**config.mk**
```make
export PLATFORM = sky130hd
export DESIGN_NAME = session_lookup
export DESIGN_NICKNAME = d
export VERILOG_FILES = /design/src/rtl/session_pkg.sv /design/src/rtl/session_hash.sv /design/src/rtl/session_entry.sv /design/src/rtl/session_lookup.sv
export SDC_FILE = /design/constraint.sdc
export NUM_CORES = 1
export LEC_CHECK = 0
export ABC_AREA = 1
export BUFFER_PORTS_ARGS = -buffer_cell sky130_fd_sc_hd__buf_2
export CAP_MARGIN = 20
export CORE_AREA = 2 2 343 345
export DETAILED_ROUTE_END_ITERATION = 10
export DIE_AREA = 0 0 345 347
export PLACE_DENSITY = 0.5
export SETUP_SLACK_MARGIN = 0.5
export SLEW_MARGIN = 5
export SYNTH_ARGS = -nofsm -noshare
export SYNTH_HDL_FRONTEND = slang
export SYNTH_HIERARCHICAL = 1
export SYNTH_SLANG_ARGS = --single-unit
```
**constraint.sdc**
```tcl
create_clock -name clk -period 3.52 [get_ports clk]
set_clock_uncertainty 0.05 [all_clocks]
set_input_delay 0.176 -clock clk [delete_from_list [all_inputs] [get_ports clk]]
set_output_delay 0.176 -clock clk [all_outputs]
set_load 0.02 [all_outputs]
```
**src/rtl/session_pkg.sv**
```systemverilog
package session_pkg;

    typedef enum logic [2:0] {
        PH_IDLE,
        PH_RD,
        PH_WAIT,
        PH_WR,
        PH_DONE
    } phase_e;

    localparam logic [31:0] CRC_POLY_REFL = 32'hEDB88320;

endpackage

```
**src/rtl/session_hash.sv**
```systemverilog
module session_hash #(
    parameter int KEY_W = 104,
    parameter int IDX_W = 16
) (
    input  logic [KEY_W-1:0] key,
    output logic [IDX_W-1:0] idx
);
    import session_pkg::*;

    logic [31:0] stage [KEY_W+1];

    assign stage[0] = 32'hFFFF_FFFF;

    // One shift-and-conditional-xor step per key bit, LSB first.
    for (genvar b = 0; b < KEY_W; b++) begin : g_bit
        logic fb;
        assign fb = stage[b][0] ^ key[b];
        assign stage[b+1] = (stage[b] >> 1) ^ (fb ? CRC_POLY_REFL : 32'h0);
    end

    logic [31:0] crc_final;
    assign crc_final = ~stage[KEY_W];
    assign idx = crc_final[IDX_W-1:0];

endmodule

```
**src/rtl/session_entry.sv**
```systemverilog
module session_entry #(
    parameter int KEY_W   = 104,
    parameter int STATE_W = 8,
    parameter int ACT_W   = 4,
    parameter int PTR_W   = 20,
    localparam int ENT_W  = 1 + KEY_W + STATE_W + ACT_W + PTR_W
) (
    input  logic [ENT_W-1:0]   word,
    input  logic [KEY_W-1:0]   probe_key,
    output logic               ent_valid,
    output logic               ent_match,
    output logic               ent_last,
    output logic [STATE_W-1:0] ent_state,
    output logic [ACT_W-1:0]   ent_action,
    output logic [PTR_W-1:0]   ent_next,
    output logic [ENT_W-1:0]   upd_word
);
    localparam int NXT_LO = 0;
    localparam int ACT_LO = PTR_W;
    localparam int ST_LO  = ACT_LO + ACT_W;
    localparam int KEY_LO = ST_LO + STATE_W;
    localparam int VLD_B  = KEY_LO + KEY_W;

    logic [KEY_W-1:0]   ent_key;
    logic [STATE_W-1:0] next_state;

    assign ent_valid  = word[VLD_B];
    assign ent_key    = word[KEY_LO +: KEY_W];
    assign ent_state  = word[ST_LO +: STATE_W];
    assign ent_action = word[ACT_LO +: ACT_W];
    assign ent_next   = word[NXT_LO +: PTR_W];
    assign ent_match  = ent_valid && (ent_key == probe_key);
    assign ent_last   = (ent_next == '0);

    always_comb begin
        if (&ent_state) next_state = ent_state;
        else            next_state = ent_state + STATE_W'(1);
        upd_word = word;
        upd_word[ST_LO +: STATE_W] = next_state;
    end

endmodule

```
**src/rtl/session_lookup.sv**
```systemverilog
module session_lookup #(
    parameter int KEY_W     = 104,
    parameter int IDX_W     = 16,
    parameter int PTR_W     = 20,
    parameter int STATE_W   = 8,
    parameter int ACT_W     = 4,
    parameter int MAX_DEPTH = 8,
    localparam int ENT_W    = 1 + KEY_W + STATE_W + ACT_W + PTR_W,
    localparam int CNT_W    = $clog2(MAX_DEPTH + 1)
) (
    input  logic               clk,
    input  logic               rst_n,
    input  logic               in_valid,
    output logic               in_ready,
    input  logic [KEY_W-1:0]   in_key,
    output logic               out_valid,
    input  logic               out_ready,
    output logic               out_hit,
    output logic               out_overflow,
    output logic [STATE_W-1:0] out_state,
    output logic [ACT_W-1:0]   out_action,
    output logic [CNT_W-1:0]   out_reads,
    output logic               mem_req_valid,
    input  logic               mem_req_ready,
    output logic               mem_req_write,
    output logic [PTR_W-1:0]   mem_req_addr,
    output logic [ENT_W-1:0]   mem_req_wdata,
    input  logic               mem_rsp_valid,
    input  logic [ENT_W-1:0]   mem_rsp_rdata
);
    import session_pkg::*;

    typedef struct packed {
        phase_e             phase;
        logic [KEY_W-1:0]   key;
        logic [PTR_W-1:0]   ptr;
        logic [CNT_W-1:0]   reads;
        logic               hit;
        logic               ovf;
        logic [STATE_W-1:0] state;
        logic [ACT_W-1:0]   action;
        logic [ENT_W-1:0]   wword;
    } walk_t;

    walk_t walk_d, walk_q;

    logic [IDX_W-1:0]   bucket_idx;
    logic               ent_valid, ent_match, ent_last;
    logic [STATE_W-1:0] ent_state;
    logic [ACT_W-1:0]   ent_action;
    logic [PTR_W-1:0]   ent_next;
    logic [ENT_W-1:0]   upd_word;

    session_hash #(
        .KEY_W(KEY_W),
        .IDX_W(IDX_W)
    ) u_hash (
        .key(in_key),
        .idx(bucket_idx)
    );

    session_entry #(
        .KEY_W  (KEY_W),
        .STATE_W(STATE_W),
        .ACT_W  (ACT_W),
        .PTR_W  (PTR_W)
    ) u_entry (
        .word      (mem_rsp_rdata),
        .probe_key (walk_q.key),
        .ent_valid (ent_valid),
        .ent_match (ent_match),
        .ent_last  (ent_last),
        .ent_state (ent_state),
        .ent_action(ent_action),
        .ent_next  (ent_next),
        .upd_word  (upd_word)
    );

    always_comb begin
        walk_d        = walk_q;
        in_ready      = 1'b0;
        out_valid     = 1'b0;
        mem_req_valid = 1'b0;
        mem_req_write = 1'b0;
        mem_req_addr  = walk_q.ptr;
        mem_req_wdata = walk_q.wword;

        unique case (walk_q.phase)
            PH_IDLE: begin
                in_ready = 1'b1;
                if (in_valid) begin
                    walk_d.key   = in_key;
                    walk_d.ptr   = PTR_W'(bucket_idx);
                    walk_d.reads = '0;
                    walk_d.phase = PH_RD;
                end
            end
            PH_RD: begin
                mem_req_valid = 1'b1;
                if (mem_req_ready) begin
                    walk_d.reads = walk_q.reads + CNT_W'(1);
                    walk_d.phase = PH_WAIT;
                end
            end
            PH_WAIT: begin
                if (mem_rsp_valid) begin
                    if (ent_match) begin
                        walk_d.hit    = 1'b1;
                        walk_d.ovf    = 1'b0;
                        walk_d.state  = ent_state;
                        walk_d.action = ent_action;
                        walk_d.wword  = upd_word;
                        walk_d.phase  = PH_WR;
                    end else begin
                        walk_d.hit    = 1'b0;
                        walk_d.state  = '0;
                        walk_d.action = '0;
                        if (!ent_valid || ent_last) begin
                            walk_d.ovf   = 1'b0;
                            walk_d.phase = PH_DONE;
                        end else if (walk_q.reads == CNT_W'(MAX_DEPTH)) begin
                            walk_d.ovf   = 1'b1;
                            walk_d.phase = PH_DONE;
                        end else begin
                            walk_d.ptr   = ent_next;
                            walk_d.phase = PH_RD;
                        end
                    end
                end
            end
            PH_WR: begin
                mem_req_valid = 1'b1;
                mem_req_write = 1'b1;
                if (mem_req_ready) walk_d.phase = PH_DONE;
            end
            PH_DONE: begin
                out_valid = 1'b1;
                if (out_ready) walk_d.phase = PH_IDLE;
            end
            default: walk_d.phase = PH_IDLE;
        endcase
    end

    always_ff @(posedge clk or negedge rst_n) begin
        if (!rst_n) begin
            walk_q       <= '0;
            walk_q.phase <= PH_IDLE;
        end else begin
            walk_q <= walk_d;
        end
    end

    assign out_hit      = walk_q.hit;
    assign out_overflow = walk_q.ovf;
    assign out_state    = walk_q.state;
    assign out_action   = walk_q.action;
    assign out_reads    = walk_q.reads;

endmodule

```
Word level (Yosys, flattened, before mapping)
Cells that the tools add are included.
{"block": "totals", "register_bits": 282, "elab_cells": 378}
{"block": "op_classes", "add_sub_neg": 2, "n_eq_ne": 14, "mux": 128, "n_bitwise": 208, "reduce_logical": 17}
{"op": "2-to-1 mux 32 bit", "n": 88}
{"op": "bitwise XOR 31 x 32 -> 32 bit", "n": 87}
{"op": "2-to-1 mux 131 bit", "n": 1}
{"op": "equality test 104 bit", "n": 1}
{"op": "bitwise XOR 1 bit", "n": 103}
{"op": "2-to-1 mux 20 bit", "n": 5}
{"op": "2-to-1 mux 16 bit", "n": 4}
{"op": "2-to-1 mux 28 bit", "n": 2}
{"op": "2-to-1 mux 25 bit", "n": 2}
{"op": "2-to-1 mux 22 bit", "n": 2}
{"op": "case mux 20 bit (2 select lines)", "n": 1}
{"op": "2-to-1 mux 31 bit", "n": 1}
{"op": "NOT 31 bit", "n": 1}
{"op": "bitwise XOR 31 bit", "n": 1}
{"op": "2-to-1 mux 30 bit", "n": 1}
{"op": "bitwise XOR 30 bit", "n": 1}
{"op": "bitwise XOR 29 bit", "n": 1}
{"op": "bitwise XOR 28 bit", "n": 1}
{"op": "2-to-1 mux 27 bit", "n": 1}
{"op": "bitwise XOR 27 bit", "n": 1}
{"op": "bitwise XOR 26 bit", "n": 1}
{"op": "bitwise XOR 25 bit", "n": 1}
{"op": "2-to-1 mux 24 bit", "n": 1}
{"op": "bitwise XOR 24 bit", "n": 1}
{"op": "37 further kinds", "n": 60}

Longest topological paths before layout
{"block": "depth", "word_depth": 314, "ltp_mapped": 84, "ltp_nobuf": 82}

Hierarchy
Netlist, hierarchy kept.
{"mod": "session_hash", "instances": 1, "cells_per_inst": 3507, "area_each_um2": 16942.5, "seq_area_each_um2": 0.0}
{"mod": "session_lookup", "instances": 1, "cells_per_inst": 1533, "area_each_um2": 12969.9, "seq_area_each_um2": 7056.8}
{"mod": "session_entry", "instances": 1, "cells_per_inst": 718, "area_each_um2": 3510.9, "seq_area_each_um2": 0.0}

Worst setup path before layout
Ideal clock, no wire load.
{"block": "synth_timing", "kind": "input to register", "from": "in in_key[1]", "to": "reg walk_q, in the netlist mem_req_addr[14]", "setup_time_ps": 67, "t_arrival_ps": 6388, "slack_ps": -2985, "path_stages": 78, "path_buffers": 3, "path_cell_list": "buf_4 -> inv_8 -> nand2_1 -> nand2_2 -> nand2_1 -> nand2_2 -> nand2_1 -> nand2_2 -> nand2_2 -> nand3_1 -> nand2_1 -> nand2_2 -> nand2_4 -> nand2_4 -> nand2_1 -> nand2_4 -> nand2_4 -> nand2_1 -> [42 not listed] -> nand2_1 -> nand2_2 -> inv_1 -> nand2_2 -> nand2_4 -> nand2_1 -> nand3_1 -> nand2_2 -> nand2_1 -> nand2_1 -> nand2_1 -> nand2_1 -> nand2_1 -> inv_1 -> nand2_1 -> nand2_1 -> nand4_1 -> nand2_1"}
{"block": "synth_between", "elab_chain_cells": 140}
{"item": "start, declared", "line_no": "session_lookup.sv:15", "source": "input logic [KEY_W-1:0] in_key,"}
{"item": "bitwise XOR 1 bit *", "line_no": "session_hash.sv:17", "source": "assign fb = stage[b][0] ^ key[b];"}
{"item": "2-to-1 mux 32 bit *", "line_no": "session_hash.sv:18", "source": "assign stage[b+1] = (stage[b] >> 1) ^ (fb ? CRC_POLY_REFL : 32'h0);"}
{"item": "bitwise XOR 31 x 32 -> 32 bit * (6 in series)", "line_no": "session_hash.sv:18"}
{"item": "bitwise XOR 1 bit", "line_no": "session_hash.sv:17"}
{"item": "2-to-1 mux 32 bit", "line_no": "session_hash.sv:18"}
{"item": "bitwise XOR 31 x 32 -> 32 bit * (6 in series)", "line_no": "session_hash.sv:18"}
{"item": "bitwise XOR 1 bit", "line_no": "session_hash.sv:17"}
{"item": "2-to-1 mux 32 bit", "line_no": "session_hash.sv:18"}
{"item": "[115 not listed]"}
{"item": "bitwise XOR 19 bit *", "line_no": "session_hash.sv:18"}
{"item": "bitwise XOR 18 bit *", "line_no": "session_hash.sv:18"}
{"item": "bitwise XOR 17 bit *", "line_no": "session_hash.sv:18"}
{"item": "bitwise XOR 16 bit *", "line_no": "session_hash.sv:18"}
{"item": "NOT 16 bit *", "line_no": "session_hash.sv:22", "source": "assign crc_final = ~stage[KEY_W];"}
{"item": "named net bucket_idx[14]", "line_no": "session_lookup.sv:47", "source": "logic [IDX_W-1:0] bucket_idx;"}
{"item": "2-to-1 mux 131 bit *", "line_no": "session_lookup.sv:91", "source": "if (in_valid) begin"}
{"item": "case mux 20 bit (2 select lines) *", "line_no": "session_lookup.sv:88", "source": "unique case (walk_q.phase)"}
{"item": "end signal, assigned", "line_no": "session_lookup.sv:149", "source": "walk_q <= walk_d;"}
{"item": "end, declared", "line_no": "session_lookup.sv:45", "source": "walk_t walk_d, walk_q;"}
Mark *: on every way through the listed nets, which the timed path passes. The rest lies on a longest branch. The select of a mux whose other input is x is not followed.
A chain may end at the register's enable or synchronous reset.

Worst setup path in the final report
{"block": "layout_timing", "from": "in in_key[8]", "to": "reg walk_q, in the netlist mem_req_addr[2]"}
{"block": "layout_between", "elab_chain_cells": 129}
{"item": "bitwise XOR 1 bit *", "line_no": "session_hash.sv:17"}
{"item": "2-to-1 mux 32 bit *", "line_no": "session_hash.sv:18"}
{"item": "bitwise XOR 31 x 32 -> 32 bit * (6 in series)", "line_no": "session_hash.sv:18"}
{"item": "bitwise XOR 1 bit / bitwise XOR 31 x 32 -> 32 bit (equally long branches)", "line_no": "session_hash.sv:17, session_hash.sv:18"}
{"item": "2-to-1 mux 32 bit / bitwise XOR 31 x 32 -> 32 bit (equally long branches)", "line_no": "session_hash.sv:18"}
{"item": "bitwise XOR 31 x 32 -> 32 bit * (6 in series)", "line_no": "session_hash.sv:18"}
{"item": "bitwise XOR 1 bit / bitwise XOR 31 x 32 -> 32 bit (equally long branches)", "line_no": "session_hash.sv:17, session_hash.sv:18"}
{"item": "2-to-1 mux 32 bit / bitwise XOR 31 x 32 -> 32 bit (equally long branches)", "line_no": "session_hash.sv:18"}
{"item": "[104 not listed]"}
{"item": "bitwise XOR 19 bit *", "line_no": "session_hash.sv:18"}
{"item": "bitwise XOR 18 bit *", "line_no": "session_hash.sv:18"}
{"item": "bitwise XOR 17 bit *", "line_no": "session_hash.sv:18"}
{"item": "bitwise XOR 16 bit *", "line_no": "session_hash.sv:18"}
{"item": "NOT 16 bit *", "line_no": "session_hash.sv:22"}
{"item": "named net bucket_idx[2]", "line_no": "session_lookup.sv:47"}
{"item": "2-to-1 mux 131 bit *", "line_no": "session_lookup.sv:91"}
{"item": "case mux 20 bit (2 select lines) *", "line_no": "session_lookup.sv:88"}
Marked as above.

==> reports/qor.yml <==
sta:
  setup_violations: 16
  finalMaxSlewViolations: 0
  fin_hold_ws_ns: 0.0282
  fin_crit_sh: 2.03
  hold_violations: 0
  slew_headroom: 0.477
  fin_crit_ns: 7.13
  fmax_mhz: 140
  rsz0062_at_grt: "yes"
  worst-slew-pin-transition_ns: 0.782
  worst_slack_ns: -3.61
setup_path:
  r2r_cells: 14
  max_stage_delay_ns: 0.27
  critPathMostFrequentCell: "nand2_2"
  cp-end-kind: "flip-flop"
  critPathRequiredTime_ns: 4.03
  cp.arrival_ns: 7.64
  crit_path_start_kind: "primary input"
  r2r-start: "walk_q[237]$_DFFE_PN0P_"
  r2r-end: "mem_req_addr[15]$_DFFE_PN0P_"
  ff2ff_setup_slack_ns: 0.79
  worst-path-max-fanout: 7
  slowest_stage: "xor2_2"
  path_class: "primary input to flip-flop"
die:
  core_mm2: 0.116
  num_rows: 125
  die_area_mm2: 0.120
  ios: 426
  initial_core_util: 0.289
  die_w_um: 345
  dieHeight_um: 347
global_route:
  overflow: 0
  grt_max_degree: 106
  grt_pass1_vias: 38300
  grt_usage: 0.261
  antenna_found_initial: 12
  grt_pass1_wl_um: 238000
place:
  place_hpwl_um: 131000
  place_congestion: 0.965
  dp_cells: 8021
  post-place-ws_ns: -5.09
  portBuffers: 425
clock_network:
  cts_buffer_depth: 3
  clkTransAtPathRegs_ns: 0.06
  numCtsBuffers: 39
  clkSinkCount: 282
  clock-root-buffer: "clkbuf_16"
  htree_levels: 2
  tritoncts: "done"
  worstSkewPairLatency_ns: 0.64
final_layout:
  final_common_cell: "nand2_1"
  finalNonFillerCells: 8487
  fin_nets: 7174
  layout-drive-gt1-share: 0.361
  fin_util: 0.426
  n_fill_cell: 12300
  syn2layout_area_growth_pct: 47.6
  final_cell_mix: "nand2_1, buf_4, nand3_1"
job:
  max_cap_viol_count: 0
yosys:
  synth_top_cell_by_area: "nand2_1"
  ys_ff_latch: 282
  ys_warn_count: 6
  synth_nets: 6008
  ys_types: 40
  synth_area_leaders: "nand2_1, dfrtp_1, nand3_1"
  synth_top_area_frac: 0.296
  syn-mean-instance-area_um2: 5.80
  ys_seq_area_frac: 0.211
  synthCells: 5758
  syn-cell-area_mm2: 0.0334
outcome:
  violations: "setup timing"
  status: "complete, but fails checks"
detailed_routing:
  via_count: 40000
  firstDrtPassIters: 6
  viasPerCell: 4.72
  antenna_left: 0
  drtIter0Drc: 2931
  routed_wl_um: 161000
  routedWlPerCell_um: 19.0
  drc_errors: 0
min_path:
  holdPathStages: 4
  worstHoldEndpoint: "walk_q[242]$_DFFE_PN0P_"
  holdCritPathClass: "primary input to flip-flop"
  hp-start: "in_key[67]"
[area by class of cell]
cell class                      instances  area [um^2]  share of cell area
Antenna cell                            9         22.5            0.000457
Clock buffer                           52         1100              0.0224
Clock inverter                         19          308             0.00624
Timing Repair Buffer                 1570        12000               0.243
Inverter                              612         2400              0.0487
Sequential cell                       282         7060               0.143
Tap cell                             1524         1910              0.0387
Multi-Input combinational cell       4418        24500               0.497
Timing Repair inverter                  1         3.75           0.0000761
[flip-flops by register name, summed over array words and instances, names as in the netlist]
signal,count
mem_req_addr,20
out_action,4
out_state,8
walk_q,107
out_overflow,1
out_reads,4
out_hit,1
mem_req_wdata,137
[logic make-up (layout without fill, tap and decap cells)]
logic type,count (synthesis),count (layout),synth area share
buffers and inverters,1060,2254,0.163
flip-flops,282,282,0.211
AND/OR/NAND/NOR,4141,4143,0.557
other,0,9,0
adder cells (fa/ha/maj),3,3,0.00112
XOR/XNOR,221,221,0.0599
AO/OA/AOI/OAI,51,51,0.00820
[worst max-delay path by stage]
| stage | from | end | cells past startpoint |
|---|---|---|---|
| global placement | in_key[3] | mem_req_addr[6]$_DFFE_PN0P_ | 68 |
| CTS | in_key[1] | mem_req_addr[6]$_DFFE_PN0P_ | 72 |
| floorplan | in_key[1] | mem_req_addr[14]$_DFFE_PN0P_ | 80 |
| finish | in_key[8] | mem_req_addr[2]$_DFFE_PN0P_ | 68 |
| detailed placement | in_key[3] | mem_req_addr[6]$_DFFE_PN0P_ | 67 |
| global route | in_key[1] | mem_req_addr[12]$_DFFE_PN0P_ | 81 |
[metal layers]
| layer | routed length, um | vias to the layer above | track usage |
|---|---|---|---|
| met5 | 88 | - | 0 |
| met4 | 7280 | 14 | 0.106 |
| met3 | 9470 | 274 | 0.0397 |
| met2 | 73600 | 1210 | 0.431 |
| met1 | 70700 | 18700 | 0.340 |
| li1 | - | 19900 | - |
[cell usage after synthesis (all sizes together)]
cell type  instances
buf              396
or2               15
a21o               5
dfrtp            282
nor4               6
nand3b            21
clkinv             1
clkbuf            52
xnor2             69
xor2             151
xnor3              1
ha                 3
a21oi              3
nand4             35
nand2           2973
nor3               1
o21ai             42
inv              611
o211ai             1
nor2             113
nand3            977
[critical path, delay by kind of cell]
| kind | cells | cell delay, ns |
|---|---|---|
| buf+inv | 17 | 1.99 |
| simple gates | 46 | 4.51 |
| xor+xnor | 5 | 0.95 |
[through the flow]
stage / area (um^2) / setup TNS (ns)
2_1_floorplan: 33600 / -46.31
3_3_place_gp: 40600 / -78.60
3_5_place_dp: 40600 / -78.60
4_1_cts: 47200 / -53.75
5_1_grt: 49300 / -65.02
6_report: 49300 / -56.32
[repair_timing]
item / 4_1_cts / 5_1_grt
setup endpoints to repair: 17 / 20
resized for setup: 461 / 434
endpoints found under the hold margin: 384 / 0
cloned: 3 / 0
hold buffers: 243 / 0
setup buffers: 90 / 50
pin swaps: 145 / 222
Power is not shown: default switching activity piles up to over one toggle a cycle in this logic, so the estimate is an artifact.
